--- src/rtl/adc_seq_pkg.sv ---
package adc_seq_pkg;

  typedef enum logic [2:0] {
    SEQ_OFF,
    SEQ_SETTLE,
    SEQ_RESET,
    SEQ_CALPULSE,
    SEQ_CALWAIT,
    SEQ_FLUSH,
    SEQ_READY
  } seqState_e;

  typedef enum logic [2:0] {
    LEN_SETTLE,
    LEN_RESET,
    LEN_CALPULSE,
    LEN_CALWAIT,
    LEN_FLUSH
  } lenSel_e;

  // strobes from control to the timer/request datapath
  typedef struct packed {
    logic    load;
    lenSel_e lenSel;
    logic    clrPend;
    logic    armReq;
  } seqStrobe_t;

endpackage

--- src/rtl/adc_seq_datapath.sv ---
module adc_seq_datapath
  import adc_seq_pkg::*;
#(
  parameter int SETTLE_CYCLES = 250000,
  parameter int RST_WIDTH     = 4,
  parameter int CAL_WIDTH     = 4,
  parameter int CAL_CYCLES    = 272800,
  parameter int FLUSH_CYCLES  = 13
) (
  input  logic       clk,
  input  logic       rst,
  input  seqStrobe_t strobe,
  input  logic       reqIn,
  output logic       expired,
  output logic       pending
);

  localparam int MAX_A   = (SETTLE_CYCLES > CAL_CYCLES) ? SETTLE_CYCLES : CAL_CYCLES;
  localparam int MAX_B   = (RST_WIDTH > CAL_WIDTH) ? RST_WIDTH : CAL_WIDTH;
  localparam int MAX_C   = (MAX_B > FLUSH_CYCLES) ? MAX_B : FLUSH_CYCLES;
  localparam int MAX_LEN = (MAX_A > MAX_C) ? MAX_A : MAX_C;
  localparam int CNT_W   = $clog2(MAX_LEN + 1);

  logic [CNT_W-1:0] count;
  logic [CNT_W-1:0] loadVal;

  always_comb begin
    unique case (strobe.lenSel)
      LEN_SETTLE:   loadVal = CNT_W'(SETTLE_CYCLES - 1);
      LEN_RESET:    loadVal = CNT_W'(RST_WIDTH - 1);
      LEN_CALPULSE: loadVal = CNT_W'(CAL_WIDTH - 1);
      LEN_CALWAIT:  loadVal = CNT_W'(CAL_CYCLES - 1);
      default:      loadVal = CNT_W'(FLUSH_CYCLES - 1);
    endcase
  end

  always_ff @(posedge clk) begin
    if (rst) begin
      count <= '0;
    end else if (strobe.load) begin
      count <= loadVal;
    end else if (count != '0) begin
      count <= count - 1'b1;
    end
  end

  assign expired = (count == '0);

  always_ff @(posedge clk) begin
    if (rst) begin
      pending <= 1'b0;
    end else if (strobe.clrPend) begin
      pending <= 1'b0;
    end else if (strobe.armReq && reqIn) begin
      pending <= 1'b1;
    end
  end

  // a held request survives until control consumes or discards it
  assert_pend_kept_R8: assert property (@(posedge clk) disable iff (rst)
    pending && !strobe.clrPend |=> pending);

  // a request while armed is captured
  assert_pend_capture_R8: assert property (@(posedge clk) disable iff (rst)
    strobe.armReq && reqIn && !strobe.clrPend |=> pending);

endmodule

--- src/rtl/adc_seq_ctrl.sv ---
module adc_seq_ctrl
  import adc_seq_pkg::*;
(
  input  logic       clk,
  input  logic       rst,
  input  logic       pwrEn,
  input  logic       reqIn,
  input  logic       expired,
  input  logic       pending,
  output seqStrobe_t strobe,
  output logic       adcReset,
  output logic       adcCal,
  output logic       adcPdN,
  output logic       busy,
  output logic       ready,
  output logic       discard
);

  seqState_e state, nextState;

  always_comb begin
    nextState      = state;
    strobe.load    = 1'b0;
    strobe.lenSel  = LEN_SETTLE;
    strobe.clrPend = 1'b0;
    strobe.armReq  = (state != SEQ_OFF);
    if (!pwrEn) begin
      nextState      = SEQ_OFF;
      strobe.clrPend = 1'b1;
      strobe.armReq  = 1'b0;
    end else begin
      unique case (state)
        SEQ_OFF: begin
          nextState      = SEQ_SETTLE;
          strobe.load    = 1'b1;
          strobe.lenSel  = LEN_SETTLE;
          strobe.clrPend = 1'b1;
        end
        SEQ_SETTLE: if (expired) begin
          nextState     = SEQ_RESET;
          strobe.load   = 1'b1;
          strobe.lenSel = LEN_RESET;
        end
        SEQ_RESET: if (expired) begin
          nextState     = SEQ_CALPULSE;
          strobe.load   = 1'b1;
          strobe.lenSel = LEN_CALPULSE;
        end
        SEQ_CALPULSE: if (expired) begin
          nextState     = SEQ_CALWAIT;
          strobe.load   = 1'b1;
          strobe.lenSel = LEN_CALWAIT;
        end
        SEQ_CALWAIT: if (expired) begin
          nextState     = SEQ_FLUSH;
          strobe.load   = 1'b1;
          strobe.lenSel = LEN_FLUSH;
        end
        SEQ_FLUSH: if (expired) begin
          if (pending || reqIn) begin
            nextState      = SEQ_RESET;
            strobe.load    = 1'b1;
            strobe.lenSel  = LEN_RESET;
            strobe.clrPend = 1'b1;
          end else begin
            nextState = SEQ_READY;
          end
        end
        SEQ_READY: begin
          strobe.clrPend = 1'b1;
          if (reqIn) begin
            nextState     = SEQ_RESET;
            strobe.load   = 1'b1;
            strobe.lenSel = LEN_RESET;
          end
        end
        default: nextState = SEQ_OFF;
      endcase
    end
  end

  always_ff @(posedge clk) begin
    if (rst) state <= SEQ_OFF;
    else     state <= nextState;
  end

  // pins decode a register only, so they move on the rising edge alone
  assign adcPdN   = (state != SEQ_OFF);
  assign adcReset = (state == SEQ_RESET);
  assign adcCal   = (state == SEQ_CALPULSE);
  assign ready    = (state == SEQ_READY);
  assign busy     = adcPdN && !ready;
  assign discard  = !ready;

  assert_pins_parked_R9: assert property (@(posedge clk) disable iff (rst)
    !adcPdN |-> !adcReset && !adcCal && !ready && !busy);

  assert_off_follows_R9: assert property (@(posedge clk) disable iff (rst)
    !pwrEn |=> !adcPdN);

  assert_settle_first_R2: assert property (@(posedge clk) disable iff (rst)
    $rose(adcPdN) |-> !adcReset && !adcCal);

  assert_rst_min_width_R3: assert property (@(posedge clk) disable iff (rst)
    $fell(adcReset) && adcPdN |-> $past(adcReset, 2));

  assert_cal_after_reset_R4: assert property (@(posedge clk) disable iff (rst)
    $rose(adcCal) |-> $past(adcReset));

  assert_cal_min_width_R4: assert property (@(posedge clk) disable iff (rst)
    $fell(adcCal) && adcPdN |-> $past(adcCal, 2));

  assert_discard_after_cal_R5: assert property (@(posedge clk) disable iff (rst)
    $fell(adcCal) |=> discard);

  assert_ready_clean_R6: assert property (@(posedge clk) disable iff (rst)
    ready |-> !discard && !busy && !adcCal && !adcReset && adcPdN);

  assert_one_state_R6: assert property (@(posedge clk) disable iff (rst)
    $onehot0({adcReset, adcCal, ready}));

endmodule

--- src/rtl/adc_cal_sequencer.sv ---
module adc_cal_sequencer
  import adc_seq_pkg::*;
#(
  parameter int CLK_HZ       = 2500000,
  parameter int SETTLE_US    = 100000,
  parameter int RST_WIDTH    = 4,
  parameter int CAL_WIDTH    = 4,
  parameter int CAL_CYCLES   = 272800,
  parameter int FLUSH_CYCLES = 13
) (
  input  logic clk,
  input  logic rst,
  input  logic pwrEn,
  input  logic recalReq,
  input  logic driftTrig,
  output logic adcReset,
  output logic adcCal,
  output logic adcPdN,
  output logic busy,
  output logic ready,
  output logic discard
);

  localparam longint SETTLE_RAW    = (longint'(CLK_HZ) * longint'(SETTLE_US)) / 64'd1000000;
  localparam int     SETTLE_CYCLES = (SETTLE_RAW < 1) ? 1 : int'(SETTLE_RAW);

  seqStrobe_t strobe;
  logic       expired;
  logic       pending;
  logic       reqIn;

  assign reqIn = recalReq || driftTrig;

  adc_seq_ctrl u_ctrl (
    .clk      (clk),
    .rst      (rst),
    .pwrEn    (pwrEn),
    .reqIn    (reqIn),
    .expired  (expired),
    .pending  (pending),
    .strobe   (strobe),
    .adcReset (adcReset),
    .adcCal   (adcCal),
    .adcPdN   (adcPdN),
    .busy     (busy),
    .ready    (ready),
    .discard  (discard)
  );

  adc_seq_datapath #(
    .SETTLE_CYCLES (SETTLE_CYCLES),
    .RST_WIDTH     (RST_WIDTH),
    .CAL_WIDTH     (CAL_WIDTH),
    .CAL_CYCLES    (CAL_CYCLES),
    .FLUSH_CYCLES  (FLUSH_CYCLES)
  ) u_datapath (
    .clk     (clk),
    .rst     (rst),
    .strobe  (strobe),
    .reqIn   (reqIn),
    .expired (expired),
    .pending (pending)
  );

endmodule

--- config.mk ---
export PLATFORM = sky130hd
export DESIGN_NAME = adc_cal_sequencer
export DESIGN_NICKNAME = d
export VERILOG_FILES = /design/src/rtl/adc_seq_pkg.sv /design/src/rtl/adc_seq_datapath.sv /design/src/rtl/adc_seq_ctrl.sv /design/src/rtl/adc_cal_sequencer.sv
export SDC_FILE = /design/constraint.sdc
export NUM_CORES = 1
export LEC_CHECK = 0
export BUFFER_PORTS_ARGS = -buffer_cell sky130_fd_sc_hd__buf_2
export CAP_MARGIN = 30
export CORE_ASPECT_RATIO = 0.6
export CORE_MARGIN = 1
export CORE_UTILIZATION = 30
export DETAILED_ROUTE_END_ITERATION = 10
export GPL_ROUTABILITY_DRIVEN = 0
export GPL_TIMING_DRIVEN = 0
export PLACE_DENSITY = 0.54
export SYNTH_ARGS = -nofsm -noshare
export SYNTH_HDL_FRONTEND = slang
export SYNTH_HIERARCHICAL = 1
export SYNTH_SLANG_ARGS = --single-unit
--- constraint.sdc ---
create_clock -name clk -period 3.16 [get_ports clk]
set_input_delay 0.474 -clock clk [delete_from_list [all_inputs] [get_ports clk]]
set_output_delay 0.474 -clock clk [all_outputs]
set_load 0.01 [all_outputs]
==> results.md, run 1 <==
* CP peak stage delay at 0.36 ns
* Outcome: finished clean
* Worst-margin pin slew at 0.689 ns
* Worst-path clk slew at 0.09 ns
* Vias in the first global route at 1187
* Critical-path cell list: inv_1, ha_1, or3b_1, buf_2, nor3_4, and2_2, mux2i_1, nand2_1, and4_1, clkinvlp_4, a31o_2, buf_4, a221oi_1
* FF-to-FF Start: u_datapath/count[0]
* Commonest cells post-synth: 23 x dfxtp_1, 14 x nand2_1, 12 x nand3_1
* Asr flop ratio synth at 0%
* Final core occ at 37.0%
* Worst Reg2Reg Path Length in Cells at 13
* Syn Nets at 190
* Synth top area cells: dfxtp_1 30%, mux2i_1 4.6%, or3_1 4.1%
* Drt wl/cell at 15.2 µm
* Internal Pwr Total at 553 µW
* Largest net degree at the start of global routing at 14
* First-pass GRT wire length at 6400 µm
* Setup Skew at between 0.006 and 0.007 ns
* DRC Markers at 0
* Crit path required time at 3.34 ns
* CTS H-tree lvls at 1
* Crit-path max FO at 10
* Net Sw Frac at 36.4%
* Vias at approximately 1500
* Met1 Use GR at 26.3%
* Clk Latency, worst-skew pair at around 0.27 ns
* Setup CP Type: reg2reg
* CP max stage cell: dfxtp_1
* Initial antenna violation count at 0
* Main combinational cell family by area after synthesis: simple AND/OR/NAND/NOR gates
* CORE AREA at 0.00473 mm²
* Mux share of post-synthesis cell area at 4.58%
* Seq/Total Area, Yosys at 30.1%
* R2R setup slack at between 0.2 and 0.25 ns
* # setup viols final at 0
* Remaining antenna violation count after routing at 0
* Diodes inserted at 0
* Proportion of layout cells with a drive suffix above 1 at 22.4%
* Wirelength, routed at 4000 µm
* Tot GR Track Use at ~16%
* Final Hold Fails at 0
* Ys flop type: dfxtp_1
* RSZ-0062 raised after global routing: false
* Post-Synth Simple-Gate Area at a little under two fifths
* Peak supply drop at 0.191 mV
* CTS buffer count at 3
* CTS Hold Buffers Added at 0
* Synth top area share at 30.1%
* Tcrit/Tclk final at between 90 and 100%
* Synth Warn # at 6
* Worst R2R End: u_datapath/count[17]
* Min cycle time layout at 2.92 ns
* Die Width at 94.2 µm
* Min-delay src: u_datapath/count[17]
* Most common cell in the synthesized netlist: dfxtp_1
* P&R area growth vs syn at 14.2%
* GRT overflow at 0
* Post-synth EDFFs at 0
* Sw power at 316 µW
* Power share of the clock group at 22.4%
* Hold slack final at about 0.51 ns
* Adder-cell share of the synthesized area at 0.817%
* # Max-Cap Violations at 0
* Initial core utilization at about a third
* Syn Area/Cell at 8.32 µm²
* Fillers at 502
* Drt first pass iters at 4
* Post-Syn Area at 0.00153 mm²
* Share of power burned in registers at a little over two fifths
* GRT Max-Usage Layer: met1
* Leakage at 0.626 nW
* Hold Crit Class: reg2reg
* I/O Pins at 11
* PortBufs at 10
* Vias/cell at 5.51
* Die Ht at 57.3 µm
* Gate Count Post-Synth at 184
* Hold Path Cell Cnt at 2
* Synth Area in Compound Gates at approximately a fifth
* Max-slew headroom at 54.0%
* Met3 Usage GRT at 4.00%
* Arr. time, crit path at between 3 and 4 ns
* Total power per unit cell area at 497 mW/mm²
* Crit. End Element: register
* Clock sinks at 23
* Row cnt at 19
* Comb pwr share at 35.5%
* Max Fclk at 342 MHz
* Total negative slack at 0 ns
* Drt initial violations at 88
* Layout Nets at 208
* Startpoint Class: register
* Die area at 0.00540 mm²
* Yosys top cell by area: dfxtp_1
* Max-slew violation count at 0
* TritonCTS clock tree: done
* Cell variety after synth at 58
* Max clock buf depth at 2
* Root Driver: clkbuf_8
* Hold worst-path end: u_datapath/count[17]
* Post-DP HPWL at 2870 µm
* Post-Synth XOR/XNOR Area at 1.72%
* Seq cells post-synth at 23
* GRT met2 Usage at 19.3%
## metrics by stage
step | power, mW | instance area (µm²) | std cells | worst slack (ns)
after floorplan | 0.587 | 1530 | 184 | 0.362
after global placement | 0.656 | 1660 | 257 | -0.174
after detailed placement | 0.655 | 1660 | 257 | -0.156
after CTS | 0.854 | 1720 | 262 | 0.139
after global routing | 0.926 | 1750 | 264 | 0.000929
final | 0.869 | 1750 | 264 | 0.238
## worst max-delay path, delay by kind of cell (launching register included)
kind	cells	cell delay, ns
and+or+nand+nor	5	1.11
muxes	1	0.09
adders and majority gates	1	0.19
AOI/OAI and AO/OA	2	0.43
DFF	1	0.36
buffers and inverters	4	0.65
## placed cells by master, fill, tap and decap left out, types with 3 or more instances in the layout
cell,count
dfxtp_1,23
nand2_1,13
buf_2,12
nand3_1,12
nor3_1,11
or3_1,10
nor2_1,9
o21ai_0,8
a31oi_1,8
mux2i_1,7
a21oi_1,6
buf_4,4
clkbuf_8,3
buf_6,3
inv_1,3
nor2b_1,3
o211ai_1,3
nand2b_1,3
nor4_1,3
nand4_1,3
o21a_1,3
## layer usage
metal  share of wire [%]  vias up
li1                    -      730
met1                  56      685
met2                  37       37
met3                 6.5        2
met4                0.55        0
met5                   0        -
## flip-flops by register name, indices dropped and copies added (netlist names)
signal / count
u_datapath/count: 19
u_datapath/pending: 1
u_ctrl/state: 3
## repair_timing
action                                  CTS  global route
setup buffers                             1             2
endpoints found under the setup margin   14             4
pin swaps                                 1             1
endpoints found under the hold margin     0             0
resized for setup                         1             6
## layout make-up
| cell class | count | area, µm² | share of cell area (%) |
|---|---|---|---|
| Tap cell | 63 | 78.8 | 4.51 |
| Multi-Input combinational cell | 148 | 1010 | 57.7 |
| Inverter | 4 | 18.8 | 1.07 |
| Sequential cell | 23 | 460 | 26.3 |
| Clock inverter | 1 | 5.00 | 0.286 |
| Clock buffer | 3 | 41.3 | 2.36 |
| Buffer | 9 | 63.8 | 3.65 |
| Timing Repair Buffer | 13 | 72.6 | 4.15 |
## how the worst max path moves through the flow
stage | slack (ns) | endpoint | depth (start not counted) | start
after floorplan | 0.36 | u_datapath/count[17] | 13 | u_datapath/count[0]
after CTS | 0.14 | u_datapath/count[17] | 11 | u_datapath/count[8]
after global placement | -0.17 | u_datapath/count[17] | 13 | u_datapath/count[0]
final | 0.24 | u_datapath/count[17] | 13 | u_datapath/count[0]
after global routing | 0.0009 | u_datapath/count[17] | 13 | u_datapath/count[0]
after detailed placement | -0.16 | u_datapath/count[17] | 13 | u_datapath/count[0]
## kinds of logic (layout without fill, tap and decap cells)
logic type / after synthesis / after routing
mux: 7 / 7
compound gates: 43 / 43
xor+xnor: 3 / 3
simple gates: 94 / 94
fa+ha+maj: 1 / 1
buf+inv: 13 / 30
flops: 23 / 23
## power by group through the flow
stage | combinational (mW) | sequential (mW) | clock, mW
finish | 0.308 | 0.367 | 0.194
detailed placement | 0.285 | 0.370 | 0
global route | 0.339 | 0.373 | 0.214
CTS | 0.289 | 0.363 | 0.202
floorplan | 0.227 | 0.360 | 0
global placement | 0.286 | 0.370 | 0
Power figures use the tool's default switching activity.
==> run 2, diff against run 1 <==
--- a/config.mk
+++ b/config.mk
@@ -14,6 +14,7 @@
 export GPL_ROUTABILITY_DRIVEN = 0
 export GPL_TIMING_DRIVEN = 0
 export PLACE_DENSITY = 0.54
+export RECOVER_POWER = 100
 export SYNTH_ARGS = -nofsm -noshare
 export SYNTH_HDL_FRONTEND = slang
 export SYNTH_HIERARCHICAL = 1
==> results.md, run 2 (synthesis results as in run 1) <==
* Outcome: finished clean
* Min cycle time layout at 2.93 ns (+0.00503 ns)
* PortBufs at 10 (unchanged)
* Diodes inserted at 0 (unchanged)
* Row cnt at 19 (unchanged)
* Proportion of layout cells with a drive suffix above 1 at 19.4% (-3.0 points)
* Max clock buf depth at 2 (unchanged)
* Non-filler instance count after layout at 264 (unchanged)
* Leakage at 0.620 nW (-1.0%)
* CTS buffer count at 3 (unchanged)
* Most frequent cells in the layout: 23 x dfxtp_1, 13 x nand2_1, 12 x nand3_1, 11 x or3_1, 11 x nor3_1
* Initial antenna violation count at 0 (unchanged)
* Die Ht at 57.3 µm (unchanged)
* Max reg flops at 19 (unchanged)
* GRT overflow at 0 (unchanged)
* Max Fclk at 342 MHz (-0.17%)
* Crit. End Element: register
* Hold Crit Class: reg2reg
* Largest regs: u_datapath/count x19, u_ctrl/state x3, u_datapath/pending x1
* DRC Markers at 0 (unchanged)
* Tot GR Track Use at 15.7% (unchanged)
* Remaining antenna violation count after routing at 0 (unchanged)
* First-pass GRT wire length at 6400 µm (unchanged)
* CORE AREA at 0.00473 mm² (unchanged)
* CTS H-tree lvls at 1 (unchanged)
* Vias in the first global route at 1187 (unchanged)
* Drt first pass iters at 4 (unchanged)
* Final Hold Fails at 0 (unchanged)
* # setup viols final at 0 (unchanged)
* Layout Nets at 208 (unchanged)
* Setup CP Type: reg2reg
* Setup Skew at 0.00764 ns (+0.000657 ns)
* R2R setup slack at 0.23 ns (about the same)
* Crit-path max FO at 10 (unchanged)
* I/O Pins at 11 (unchanged)
* Vias/cell at 5.59 (+1.5%)
* Largest net degree at the start of global routing at 14 (unchanged)
* Placed insts at 257 (unchanged)
* Peak supply drop at 0.191 mV (about the same)
* RSZ-0062 raised after global routing: false
* # Max-Cap Violations at 0 (unchanged)
* Final setup margin at 0.233 ns (-0.00504 ns)
* Post-DP HPWL at 2870 µm (unchanged)
* Arr. time, crit path at 3.08 ns (-0.02 ns)
* Worst-path clk slew at 0.09 ns (about the same)
* Vias at 1476 (+1.5%)
* Max-slew headroom at 54.9% (+0.93 points)
* Area of the multi-input gates at 992 µm² (-1.6%)
* P&R area growth vs syn at 13.0%
* Drt initial violations at 77 (-13%)
* TritonCTS clock tree: done
* Initial core utilization at 32.4% (unchanged)
* Register area at 460 µm² (unchanged)
* Commonest non-fill, non-tap cell in the layout: dfxtp_1
* Total power at 869 µW (about the same)
* Startpoint Class: register
* Clock sinks at 23 (unchanged)
* Fillers at 506 (+0.80%)
* Max-slew violation count at 0 (unchanged)
* Clk Latency, worst-skew pair at 0.27 ns (about the same)
* Tcrit/Tclk final at 92.6% (+0.16 points)
* Die area at 0.00540 mm² (unchanged)
* Dpl ws at -0.156 ns (unchanged)
* Crit path required time at 3.31 ns (-0.03 ns)
* Most flop-heavy register: u_datapath/count
* Die Width at 94.2 µm (unchanged)
* Worst-margin pin slew at 0.675 ns (-0.0139 ns)
* Total power per unit cell area at 502 mW/mm² (+1.0%)
* CTS Hold Buffers Added at 0 (unchanged)
* Root Driver: clkbuf_8
* Wirelength, routed at 4000 µm (about the same)
* Drt wl/cell at 15.1 µm (about the same)
[run 2: cell types whose count changed in the layout (fill, tap and decap cells not counted)]
cell,delta
buf_2,-2
clkbuf_1,+2
a2111oi_0,+1
a2111oi_2,-1
and2_0,+1
and2_1,-1
nor2_1,+1
nor2_2,-1
nor2b_1,+1
nor2b_2,-1
or3_1,+1
or3_4,-1
[run 2: worst paths after layout]
kind	startpoint	end	depth (start not counted)
worst min register to register	u_datapath/count[17]	u_datapath/count[17]	2
worst max-delay path	u_datapath/count[0]	u_datapath/count[13]	13
worst max register to register	u_datapath/count[0]	u_datapath/count[13]	13
worst min-delay path	u_datapath/count[17]	u_datapath/count[17]	2
[run 2: cell type report]
| class | count | share of cell area [%] |
|---|---|---|
| repair buffers | 13 | 4.05 |
| plain buffers | 9 | 3.69 |
| clock buffers | 3 | 2.39 |
| multi-input cells | 148 | 57.3 |
| clock inverters | 1 | 0.289 |
| flip-flops and latches | 23 | 26.6 |
| well taps | 63 | 4.56 |
| inverters | 4 | 1.08 |
[run 2: routing by layer]
layer  track usage [%]  vias to the layer above  part of all wire, %
met3              4.00                        2                  3.6
met1              26.3                      713                   58
met2              19.3                       31                   38
met4              2.64                        0                 0.55
met5                 0                        -                    0
li1                  -                      730                    -
[run 2: critical path: stages, from the launching register on]
cell,delay [ns]
dfxtp_1,0.36
inv_1,0.09
ha_1,0.19
or3b_1,0.34
buf_2,0.18
nor3_4,0.15
and2_2,0.26
mux2i_1,0.09
nand2_1,0.07
and4_1,0.29
clkbuf_1,0.44
nor2b_1,0.12
mux2i_1,0.15
a31oi_1,0.09
[run 2: through the flow]
stage          hold slack, ns  utilization (%)  instance area, µm²  TNS (ns)
3_3_place_gp            0.504             35.1                1660    -0.343
3_5_place_dp            0.488             35.1                1660    -0.298
5_1_grt                 0.531             36.6                1730         0
2_1_floorplan           0.466                -                1530         0
4_1_cts                 0.509             36.3                1720         0
6_report                0.511             36.6                1730         0
[run 2: repair_timing]
action                                  in CTS  in global routing
gates cloned                                 0                  0
setup buffers                                1                  2
endpoints found under the setup margin      14                  4
gates resized for setup                      1                  6
pin swaps                                    1                  1
[run 2: where the power goes]
group          switching [mW]  total [mW]  internal, mW
registers              0.0458       0.367         0.321
logic                   0.164       0.307         0.142
clock network           0.107       0.195        0.0883
total                   0.317       0.869         0.552
